`config.mk`:
```
export PLATFORM = sky130hd
export DESIGN_NAME = pbus_seq
export DESIGN_NICKNAME = d
export VERILOG_FILES = /design/src/rtl/pbus_pkg.sv /design/src/rtl/pbus_fsm.sv /design/src/rtl/pbus_req.sv /design/src/rtl/pbus_pins.sv /design/src/rtl/pbus_seq.sv
export SDC_FILE = /design/constraint.sdc
export NUM_CORES = 1
export LEC_CHECK = 0
export ABC_AREA = 1
export ABC_CLOCK_PERIOD_IN_PS = 5700
export BUFFER_PORTS_ARGS = -buffer_cell sky130_fd_sc_hd__buf_2
export CAP_MARGIN = 20
export CELL_PAD_IN_SITES_DETAIL_PLACEMENT = 1
export CELL_PAD_IN_SITES_GLOBAL_PLACEMENT = 1
export CORE_MARGIN = 2
export CORE_UTILIZATION = 40
export CTS_CLUSTER_DIAMETER = 60
export DETAILED_ROUTE_END_ITERATION = 10
export HOLD_SLACK_MARGIN = 0.08
export PLACE_DENSITY_LB_ADDON = 0.1
export SYNTH_ARGS = -nofsm -noshare
export SYNTH_HDL_FRONTEND = slang
export SYNTH_SLANG_ARGS = --single-unit
export TNS_END_PERCENT = 20
```
`constraint.sdc`:
```
create_clock -name clk -period 5.7 [get_ports clk]
set_clock_uncertainty 0.15 [all_clocks]
set_input_delay 1.14 -clock clk [delete_from_list [all_inputs] [get_ports clk]]
set_output_delay 1.14 -clock clk [all_outputs]
set_load 0.1 [all_outputs]
```
`src/rtl/pbus_pkg.sv`:
```
package pbus_pkg;

    localparam int ALE_W = 2;
    localparam int SET_W = 2;
    localparam int STB_W = 4;
    localparam int HLD_W = 2;

    typedef enum logic [2:0] {
        PH_IDLE,
        PH_ALE_HI,
        PH_ALE_LO,
        PH_SETUP,
        PH_STROBE,
        PH_HOLD,
        PH_PAD
    } phase_e;

    typedef struct packed {
        logic             sep;
        logic [ALE_W-1:0] ale;
        logic [SET_W-1:0] setup;
        logic [STB_W-1:0] strobe;
        logic [HLD_W-1:0] hold;
    } bus_cfg_t;

endpackage

```
`src/rtl/pbus_fsm.sv`:
```
module pbus_fsm
    import pbus_pkg::*;
#(
    parameter int MIN_SEP = 5,
    parameter int MIN_MUX = 7
) (
    input  logic     clk,
    input  logic     rst_n,
    input  logic     start,
    input  bus_cfg_t cfg_in,
    output phase_e   phase,
    output bus_cfg_t cfg,
    output logic     last_strobe,
    output logic     done
);

    localparam int CNT_W   = STB_W;
    localparam int MAX_LEN = 2 * (2 ** ALE_W) + (2 ** SET_W) + (2 ** STB_W)
                             + (2 ** HLD_W) + MIN_SEP + MIN_MUX;
    localparam int EL_W    = $clog2(MAX_LEN + 1);

    typedef struct packed {
        phase_e          phase;
        bus_cfg_t        cfg;
        logic [CNT_W-1:0] cnt;
        logic [EL_W-1:0]  el;
        logic             done;
    } fsm_t;

    fsm_t s_d, s_q;
    logic [EL_W-1:0] min_len;
    logic            finish;

    always_comb begin
        s_d      = s_q;
        s_d.done = 1'b0;
        min_len  = s_q.cfg.sep ? EL_W'(MIN_SEP) : EL_W'(MIN_MUX);
        finish   = (s_q.el + EL_W'(1)) >= min_len;
        if (s_q.phase != PH_IDLE) begin
            s_d.el = s_q.el + EL_W'(1);
        end
        unique case (s_q.phase)
            PH_IDLE: begin
                if (start) begin
                    s_d.cfg = cfg_in;
                    s_d.el  = '0;
                    if (!cfg_in.sep) begin
                        s_d.phase = PH_ALE_HI;
                        s_d.cnt   = CNT_W'(cfg_in.ale);
                    end else if (cfg_in.setup != '0) begin
                        s_d.phase = PH_SETUP;
                        s_d.cnt   = CNT_W'(cfg_in.setup - 1'b1);
                    end else begin
                        s_d.phase = PH_STROBE;
                        s_d.cnt   = CNT_W'(cfg_in.strobe);
                    end
                end
            end
            PH_PAD: begin
                if (finish) begin
                    s_d.phase = PH_IDLE;
                    s_d.done  = 1'b1;
                end
            end
            default: begin
                if (s_q.cnt != '0) begin
                    s_d.cnt = s_q.cnt - CNT_W'(1);
                end else begin
                    unique case (s_q.phase)
                        PH_ALE_HI: begin
                            s_d.phase = PH_ALE_LO;
                            s_d.cnt   = CNT_W'(s_q.cfg.ale);
                        end
                        PH_ALE_LO: begin
                            if (s_q.cfg.setup != '0) begin
                                s_d.phase = PH_SETUP;
                                s_d.cnt   = CNT_W'(s_q.cfg.setup - 1'b1);
                            end else begin
                                s_d.phase = PH_STROBE;
                                s_d.cnt   = CNT_W'(s_q.cfg.strobe);
                            end
                        end
                        PH_SETUP: begin
                            s_d.phase = PH_STROBE;
                            s_d.cnt   = CNT_W'(s_q.cfg.strobe);
                        end
                        PH_STROBE: begin
                            if (s_q.cfg.hold != '0) begin
                                s_d.phase = PH_HOLD;
                                s_d.cnt   = CNT_W'(s_q.cfg.hold - 1'b1);
                            end else if (finish) begin
                                s_d.phase = PH_IDLE;
                                s_d.done  = 1'b1;
                            end else begin
                                s_d.phase = PH_PAD;
                            end
                        end
                        default: begin
                            if (finish) begin
                                s_d.phase = PH_IDLE;
                                s_d.done  = 1'b1;
                            end else begin
                                s_d.phase = PH_PAD;
                            end
                        end
                    endcase
                end
            end
        endcase
    end

    always_ff @(posedge clk or negedge rst_n) begin
        if (!rst_n) begin
            s_q <= '{phase: PH_IDLE, cfg: '0, cnt: '0, el: '0, done: 1'b0};
        end else begin
            s_q <= s_d;
        end
    end

    assign phase       = s_q.phase;
    assign cfg         = s_q.cfg;
    assign done        = s_q.done;
    assign last_strobe = (s_q.phase == PH_STROBE) && (s_q.cnt == '0);

endmodule

```
`src/rtl/pbus_req.sv`:
```
module pbus_req #(
    parameter int ADDR_W = 16,
    parameter int DATA_W = 8
) (
    input  logic              clk,
    input  logic              rst_n,
    input  logic              start,
    input  logic              last_strobe,
    input  logic              req_write,
    input  logic              req_hi_drv,
    input  logic [ADDR_W-1:0] req_addr,
    input  logic [DATA_W-1:0] req_wdata,
    input  logic [DATA_W-1:0] ad_i,
    output logic [ADDR_W-1:0] addr,
    output logic              wr,
    output logic              hi,
    output logic [DATA_W-1:0] wdata,
    output logic [DATA_W-1:0] rdata
);

    typedef struct packed {
        logic [ADDR_W-1:0] addr;
        logic              wr;
        logic              hi;
        logic [DATA_W-1:0] wdata;
        logic [DATA_W-1:0] rdata;
    } req_t;

    req_t r_d, r_q;

    always_comb begin
        r_d = r_q;
        if (start) begin
            r_d.addr  = req_addr;
            r_d.wr    = req_write;
            r_d.hi    = req_hi_drv;
            r_d.wdata = req_wdata;
        end
        if (last_strobe && !r_q.wr) begin
            r_d.rdata = ad_i;
        end
    end

    always_ff @(posedge clk or negedge rst_n) begin
        if (!rst_n) begin
            r_q <= '0;
        end else begin
            r_q <= r_d;
        end
    end

    assign addr  = r_q.addr;
    assign wr    = r_q.wr;
    assign hi    = r_q.hi;
    assign wdata = r_q.wdata;
    assign rdata = r_q.rdata;

endmodule

```
`src/rtl/pbus_pins.sv`:
```
module pbus_pins
    import pbus_pkg::*;
#(
    parameter int ADDR_W = 16,
    parameter int DATA_W = 8
) (
    input  phase_e            phase,
    input  logic              sep,
    input  logic [ADDR_W-1:0] addr,
    input  logic              wr,
    input  logic              hi,
    input  logic [DATA_W-1:0] wdata,
    output logic              ale,
    output logic              rd_n,
    output logic              wr_n,
    output logic              ctl_oe,
    output logic [ADDR_W-DATA_W-1:0] addr_hi_o,
    output logic              addr_hi_oe,
    output logic [DATA_W-1:0] addr_lo_o,
    output logic              addr_lo_oe,
    output logic [DATA_W-1:0] ad_o,
    output logic              ad_oe
);

    logic active;
    logic strobe;
    logic addr_phase;

    always_comb begin
        active     = (phase != PH_IDLE);
        strobe     = (phase == PH_STROBE);
        addr_phase = (phase == PH_ALE_HI) || (phase == PH_ALE_LO) || (phase == PH_SETUP);

        ale        = (phase == PH_ALE_HI);
        rd_n       = !(strobe && !wr);
        wr_n       = !(strobe && wr);
        ctl_oe     = active;

        addr_hi_o  = active ? addr[ADDR_W-1:DATA_W] : '0;
        addr_hi_oe = active && hi;

        addr_lo_o  = (active && sep) ? addr[DATA_W-1:0] : '0;
        addr_lo_oe = active && sep;

        ad_o  = '0;
        ad_oe = 1'b0;
        if (active) begin
            if (!sep && addr_phase) begin
                ad_o  = addr[DATA_W-1:0];
                ad_oe = 1'b1;
            end else if (wr) begin
                ad_o  = wdata;
                ad_oe = 1'b1;
            end
        end
    end

endmodule

```
`src/rtl/pbus_seq.sv`:
```
module pbus_seq
    import pbus_pkg::*;
#(
    parameter int ADDR_W  = 16,
    parameter int DATA_W  = 8,
    parameter int MIN_SEP = 5,
    parameter int MIN_MUX = 7
) (
    input  logic              clk,
    input  logic              rst_n,
    input  logic              req_valid,
    input  logic              req_write,
    input  logic              req_hi_drv,
    input  logic [ADDR_W-1:0] req_addr,
    input  logic [DATA_W-1:0] req_wdata,
    input  logic              cfg_sep,
    input  logic [ALE_W-1:0]  cfg_ale,
    input  logic [SET_W-1:0]  cfg_setup,
    input  logic [STB_W-1:0]  cfg_strobe,
    input  logic [HLD_W-1:0]  cfg_hold,
    output logic              busy,
    output logic              done,
    output logic [DATA_W-1:0] rdata,
    output logic              ale,
    output logic              rd_n,
    output logic              wr_n,
    output logic              ctl_oe,
    output logic [ADDR_W-DATA_W-1:0] addr_hi_o,
    output logic              addr_hi_oe,
    output logic [DATA_W-1:0] addr_lo_o,
    output logic              addr_lo_oe,
    output logic [DATA_W-1:0] ad_o,
    output logic              ad_oe,
    input  logic [DATA_W-1:0] ad_i
);

    phase_e            phase;
    bus_cfg_t          cfg_now;
    bus_cfg_t          cfg_cur;
    logic              start;
    logic              last_strobe;
    logic [ADDR_W-1:0] cur_addr;
    logic              cur_wr;
    logic              cur_hi;
    logic [DATA_W-1:0] cur_wdata;

    assign cfg_now = '{sep: cfg_sep, ale: cfg_ale, setup: cfg_setup,
                       strobe: cfg_strobe, hold: cfg_hold};
    assign busy    = (phase != PH_IDLE);
    assign start   = req_valid && !busy;

    pbus_fsm #(
        .MIN_SEP (MIN_SEP),
        .MIN_MUX (MIN_MUX)
    ) u_fsm (
        .clk         (clk),
        .rst_n       (rst_n),
        .start       (start),
        .cfg_in      (cfg_now),
        .phase       (phase),
        .cfg         (cfg_cur),
        .last_strobe (last_strobe),
        .done        (done)
    );

    pbus_req #(
        .ADDR_W (ADDR_W),
        .DATA_W (DATA_W)
    ) u_req (
        .clk         (clk),
        .rst_n       (rst_n),
        .start       (start),
        .last_strobe (last_strobe),
        .req_write   (req_write),
        .req_hi_drv  (req_hi_drv),
        .req_addr    (req_addr),
        .req_wdata   (req_wdata),
        .ad_i        (ad_i),
        .addr        (cur_addr),
        .wr          (cur_wr),
        .hi          (cur_hi),
        .wdata       (cur_wdata),
        .rdata       (rdata)
    );

    pbus_pins #(
        .ADDR_W (ADDR_W),
        .DATA_W (DATA_W)
    ) u_pins (
        .phase      (phase),
        .sep        (cfg_cur.sep),
        .addr       (cur_addr),
        .wr         (cur_wr),
        .hi         (cur_hi),
        .wdata      (cur_wdata),
        .ale        (ale),
        .rd_n       (rd_n),
        .wr_n       (wr_n),
        .ctl_oe     (ctl_oe),
        .addr_hi_o  (addr_hi_o),
        .addr_hi_oe (addr_hi_oe),
        .addr_lo_o  (addr_lo_o),
        .addr_lo_oe (addr_lo_oe),
        .ad_o       (ad_o),
        .ad_oe      (ad_oe)
    );

endmodule

```
[Word level (Yosys, flattened, before mapping)]
Cells that the tools add are included.
Storage, ports and cells
  register bits after elaboration: 59
  logic and storage cells: 90
  output and inout port bits: 41
  bits of input ports: 48
Cells by class
  bitwise operators: 1
  magnitude comparators: 1
  muxes and demuxes: 33
  reductions and logical operators: 27
  $add $sub $neg: 5
  equal/unequal tests: 9
Operators by type and width (number)
  two-way mux 8 bit: 5
  two-way mux 24 bit: 1
  two-way mux 3 bit: 7
  two-way mux 4 bit: 5
  one-hot mux 4 bit (4 select lines): 1
  two-way mux 6 bit: 2
  one-hot mux 3 bit (4 select lines): 1
  subtractor 2 x 1 -> 3 bit (second input constant): 3
  logical AND 1 bit: 8
  one-hot mux 4 bit (2 select lines): 1
  adder 6 x 1 -> 6 bit (second input constant): 1
  equality test 3 x 2 -> 1 bit (second input constant): 2
  equality test 3 bit (second input constant): 2
  greater-or-equal comparator 6 bit: 1
  two-way mux 1 bit: 6
  one-hot mux 3 bit (2 select lines): 1
  nonzero test 2 bit: 3
  nonzero test 6 bit: 1
  logical NOT 1 bit: 5
  logical NOT 4 bit: 1
  != test 4 bit (second input constant): 1
  one-hot mux 1 bit (2 select lines): 2
  AND reduction 4 bit: 1
  nonzero test 4 bit: 1
  other kinds (13): 14

[Logic depth before layout (Yosys ltp)]
  word-level depth: 7
  depth in mapped cells: 11
  mapped depth without buffers: 11

[Cells and area by module]
From an unflattened synthesis, not the netlist that was laid out.
Unflattened totals
  cells, all modules: 466
  area, all modules: 3548.4 µm²
Modules (own cells, without submodules)
  pbus_fsm: area each 1665.3 µm², cells each 230, times used 1
  pbus_req: area each 1447.6 µm², cells each 144, times used 1
  pbus_pins: area each 409.1 µm², cells each 87, times used 1
  pbus_seq: area each 26.3 µm², cells each 5, times used 1

[Worst setup path before layout]
OpenSTA, ideal clock, no wires.
  kind: flip-flop to output port
  from: reg u_fsm.s_q, in the netlist u_fsm.phase[1]
  to: out addr_lo_o[0]
  slack: 0.454 ns
  stages on the path, launching flop included: 7
  data arrival time: 3.956 ns
  data required time: 4.410 ns
  cells stage by stage: dfrtp_1 nor2_4 nand2_4 inv_4 nor2_1 inv_1 nor2_1
Between the ends
  cells in the longest elaborated chain, start to end: 3
RTL lines
  from (decl): line pbus_fsm.sv:30  | fsm_t s_d, s_q;
  from (signal assigned): line pbus_fsm.sv:114  | s_q <= '{phase: PH_IDLE, cfg: '0, cnt: '0, el: '0, done: 1'b0};
  nonzero test 3 bit
  named net busy: line pbus_seq.sv:21  | output logic busy,
  logical AND 1 bit: line pbus_pins.sv:42  | addr_lo_o = (active && sep) ? addr[DATA_W-1:0] : '0;
  named net addr_lo_oe: line pbus_seq.sv:31  | output logic addr_lo_oe,
  two-way mux 8 bit: line pbus_pins.sv:42
  to (decl): line pbus_seq.sv:30  | output logic [DATA_W-1:0] addr_lo_o,
The timed path passes the listed nets, and every way through them passes these cells.

[Worst setup path in the final report]
  from: reg u_fsm.s_q, in the netlist u_fsm.phase[1]
  to: out ad_o[4]
Between the ends
  cells in the longest elaborated chain, start to end: 6
  elaborated cells between the ends (all ways): 9
  those cells by class: eq/ne: 3; mux: 2; reduce/logical: 4
RTL lines
  equality test 3 x 1 -> 1 bit or equality test 3 x 2 -> 1 bit (tied branches): line pbus_pins.sv:32  | addr_phase = (phase == PH_ALE_HI) || (phase == PH_ALE_LO) || (phase == PH_SETUP);
  logical OR 1 bit (2 in series): line pbus_pins.sv:32
  logical AND 1 bit: line pbus_pins.sv:48  | if (!sep && addr_phase) begin
  two-way mux 8 bit: line pbus_pins.sv:48
  two-way mux 8 bit *: line pbus_pins.sv:47  | if (active) begin
  to (decl): line pbus_seq.sv:32  | output logic [DATA_W-1:0] ad_o,
Every way passes the cells marked *; elsewhere a longest branch is shown, timed or not.

==> metrics.csv <==
metric,value,unit
status,"finished, final reports clean",
WS Path Type,reg2out,
post-synth top area share,0.473,
initial core utilization,0.408,
fin crit share,0.618,
Post-Route WL,8390,um
Fillers,992,
largest area contributor in the netlist,dfrtp_1,
vias,2862,
# clock sinks,59,
CP Buf/Inv Count,2,
Post-synth EDFFs,0,
total die area,0.00852,mm^2
hold_buf cts,0,
Startpoint Class,flip-flop,
post-CTS setup buffers,0,
highest cell delay on the worst timing path,0.49,ns
Worst setup EP type,output pin,
relative slew slack,0.500,
Unique masters post-synth,33,
Post-Syn Area,0.00312,mm^2
HPWL after DPL,6350,um
"most used cell, CP",nor2_4,
TNS Setup,0,ns
first-pass GRT wire length,14400,um
clock buffer depth,2,
initial antenna violation count,0,
DR iter-0 viols,68,
Clock Pin Slew Worst Setup and Hold Paths,0.07,ns
site row count,32,
CTS root buf,clkbuf_8,
Place WS,2.58,ns
CTS tree,built,
utilization after layout,0.501,
Layout area overhead,22.8,%
# diodes,0,
nets,540,
DRT antenna net count,0,
PortBufs,88,
hold crit path type,reg2reg,
Final GP Congestion,0.830,
Area contributors post-synth,"dfrtp_1 (47%), nand2_1 (14%), o21ai_0 (6.7%), inv_1 (6.1%), nor2_1 (5.3%)",
post-cts sizing count,0,
H-tree depth reported by CTS,3,
Post-Syn Nets,450,
syn_area_per_cell,7.82,um^2
DRC violations left,0,
slowest stage cell on the critical path,dfrtp_1,
fin crit period,3.53,ns
number of CTS-inserted buffers,9,
"Design Area, Final",0.00383,mm^2
"Top FF cell, synth",dfrtp_1,
fmax,284,MHz
Worst Path Max Fanout,16,
Core Area,0.00765,mm^2
"delay-heaviest family, CP",simple AND/OR/NAND/NOR gates,
Die W,92.3,um
layout cells sized above 1,0.267,
pin count of the biggest net entering global routing,60,
CP Cell Sequence,nor2_4 -> inv_1 -> nand2_1 -> nor2_4 -> o21ai_2 -> nor2_1 -> buf_2,
placed instance area,0.00364,mm^2
# IOs,89,
Async SR Flop Fraction,1.00,
synthesized flop and latch total,59,
Worst Setup SP,u_fsm.phase[1],
DRT Pass-1 Iters,4,
routed length per placed instance,14.1,um
All-Layer GR Usage,0.213,
setup violators final,0,
vias in the first global route,3125,
reg-to-reg critical path startpoint,u_fsm.phase[1],
Vias/cell,4.80,
CP required,4.41,ns
Worst Tran Pin Value,0.750,ns
max-capacitance violation count,0,
clk_lat worst skew,0.34,ns
hold_sp,u_req.wdata[6],
global route total overflow,0,
Final Hold Fails,0,
Synth Instances,399,
DIE HEIGHT,92.3,um
Synthesis Warnings,0,
worst setup margin,2.17,ns
"Seq/Total Area, Yosys",0.473,
Final Max Tran Viols,0,
setup repair after global routing missed its margin,false,
worst path arrival time,2.24,ns
[flip-flops by register name (all words and copies together), names as in the netlist, 3 cells and up]
| signal | count |
|---|---|
| u_fsm.cfg | 11 |
| u_req.wdata | 8 |
| u_req.rdata | 8 |
| u_fsm.s_q | 10 |
| u_fsm.phase | 3 |
| u_req.addr | 16 |
[cell usage after synthesis (2+ instances only)]
cell type and number:
a21oi_1 16, a22oi_1 2, buf_2 6, buf_4 2
clkbuf_1 2, dfrtp_1 59, ha_1 3, inv_1 51
inv_2 3, mux2_4 8, nand2_1 114, nand2_2 2
nand2_4 2, nand3_1 13, nand4_1 4, nor2_1 44
nor2_2 2, nor2_4 3, nor3_1 2, o211ai_1 2
o21ai_0 42, o21bai_1 2, o22ai_1 5
[metrics by stage]
| step | hold slack [ns] | instances |
|---|---|---|
| global route | 0.363 | 596 |
| global placement | 0.313 | 580 |
| detailed placement | 0.312 | 580 |
| finish | 0.322 | 596 |
| CTS | 0.328 | 596 |
| floorplan | 0.286 | 399 |
[cell type report]
cell class | count | area, um^2 | share of cell area
Clock buffer | 9 | 124 | 0.0323
Clock inverter | 7 | 68.8 | 0.0180
Inverter | 55 | 209 | 0.0545
Multi-Input combinational cell | 274 | 1370 | 0.358
Sequential cell | 59 | 1480 | 0.385
Tap cell | 102 | 128 | 0.0333
Timing Repair Buffer | 90 | 455 | 0.119
[cells by family after synthesis]
group | Yosys count | synth area share
AND/OR/NAND/NOR | 192 | 0.267
AO/OA/AOI/OAI | 71 | 0.122
buffers and inverters | 66 | 0.0874
flip-flops | 59 | 0.473
multiplexers | 8 | 0.0385
adder cells (fa/ha/maj) | 3 | 0.0120
[worst reg2reg max path, cell delays in order (launching register included)]
cell and delay, ns:
dfrtp_1 0.47, nor2_4 0.17, nand2_4 0.15, nor2_4 0.41
inv_1 0.32, nor2_1 0.31, a21oi_1 0.12, a21oi_1 0.15
[cells in the final DEF, fill, tap and decap left out, drive strengths merged]
cell type    n
o21ai       43
o21bai       2
clkinv       4
nor3         2
clkinvlp     2
o211ai       2
or2          3
buf         90
nand2      118
ha           3
and2         1
mux2         8
a22oi        2
a21oi       16
clkbuf       9
o22ai        5
a31oi        1
bufinv       1
nand4        4
nor2        50
dfrtp       59
nand3       14
inv         55
[final timing paths]
| path | end | slack (ns) | depth (start not counted) |
|---|---|---|---|
| max | ad_o[4] | 2.17 | 7 |
| max reg2reg | u_fsm.s_q[9] | 3.39 | 7 |
| min reg2reg | u_req.wdata[6] | 0.32 | 2 |
| min in group asynchronous | u_fsm.s_q[5] | 0.81 | 2 |
| max in group asynchronous | u_req.wdata[1] | 4.10 | 2 |
| min | u_req.wdata[6] | 0.32 | 2 |
[metal layers]
layer,up-vias,share of wire,track usage
li1,1438,-,-
met1,1368,0.46,0.276
met3,8,0.032,0.0366
met2,48,0.49,0.361
met5,-,0,0
met4,0,0.013,0.0697
Power is not shown: default switching activity piles up to over one toggle a cycle in this logic, so the estimate is an artifact.
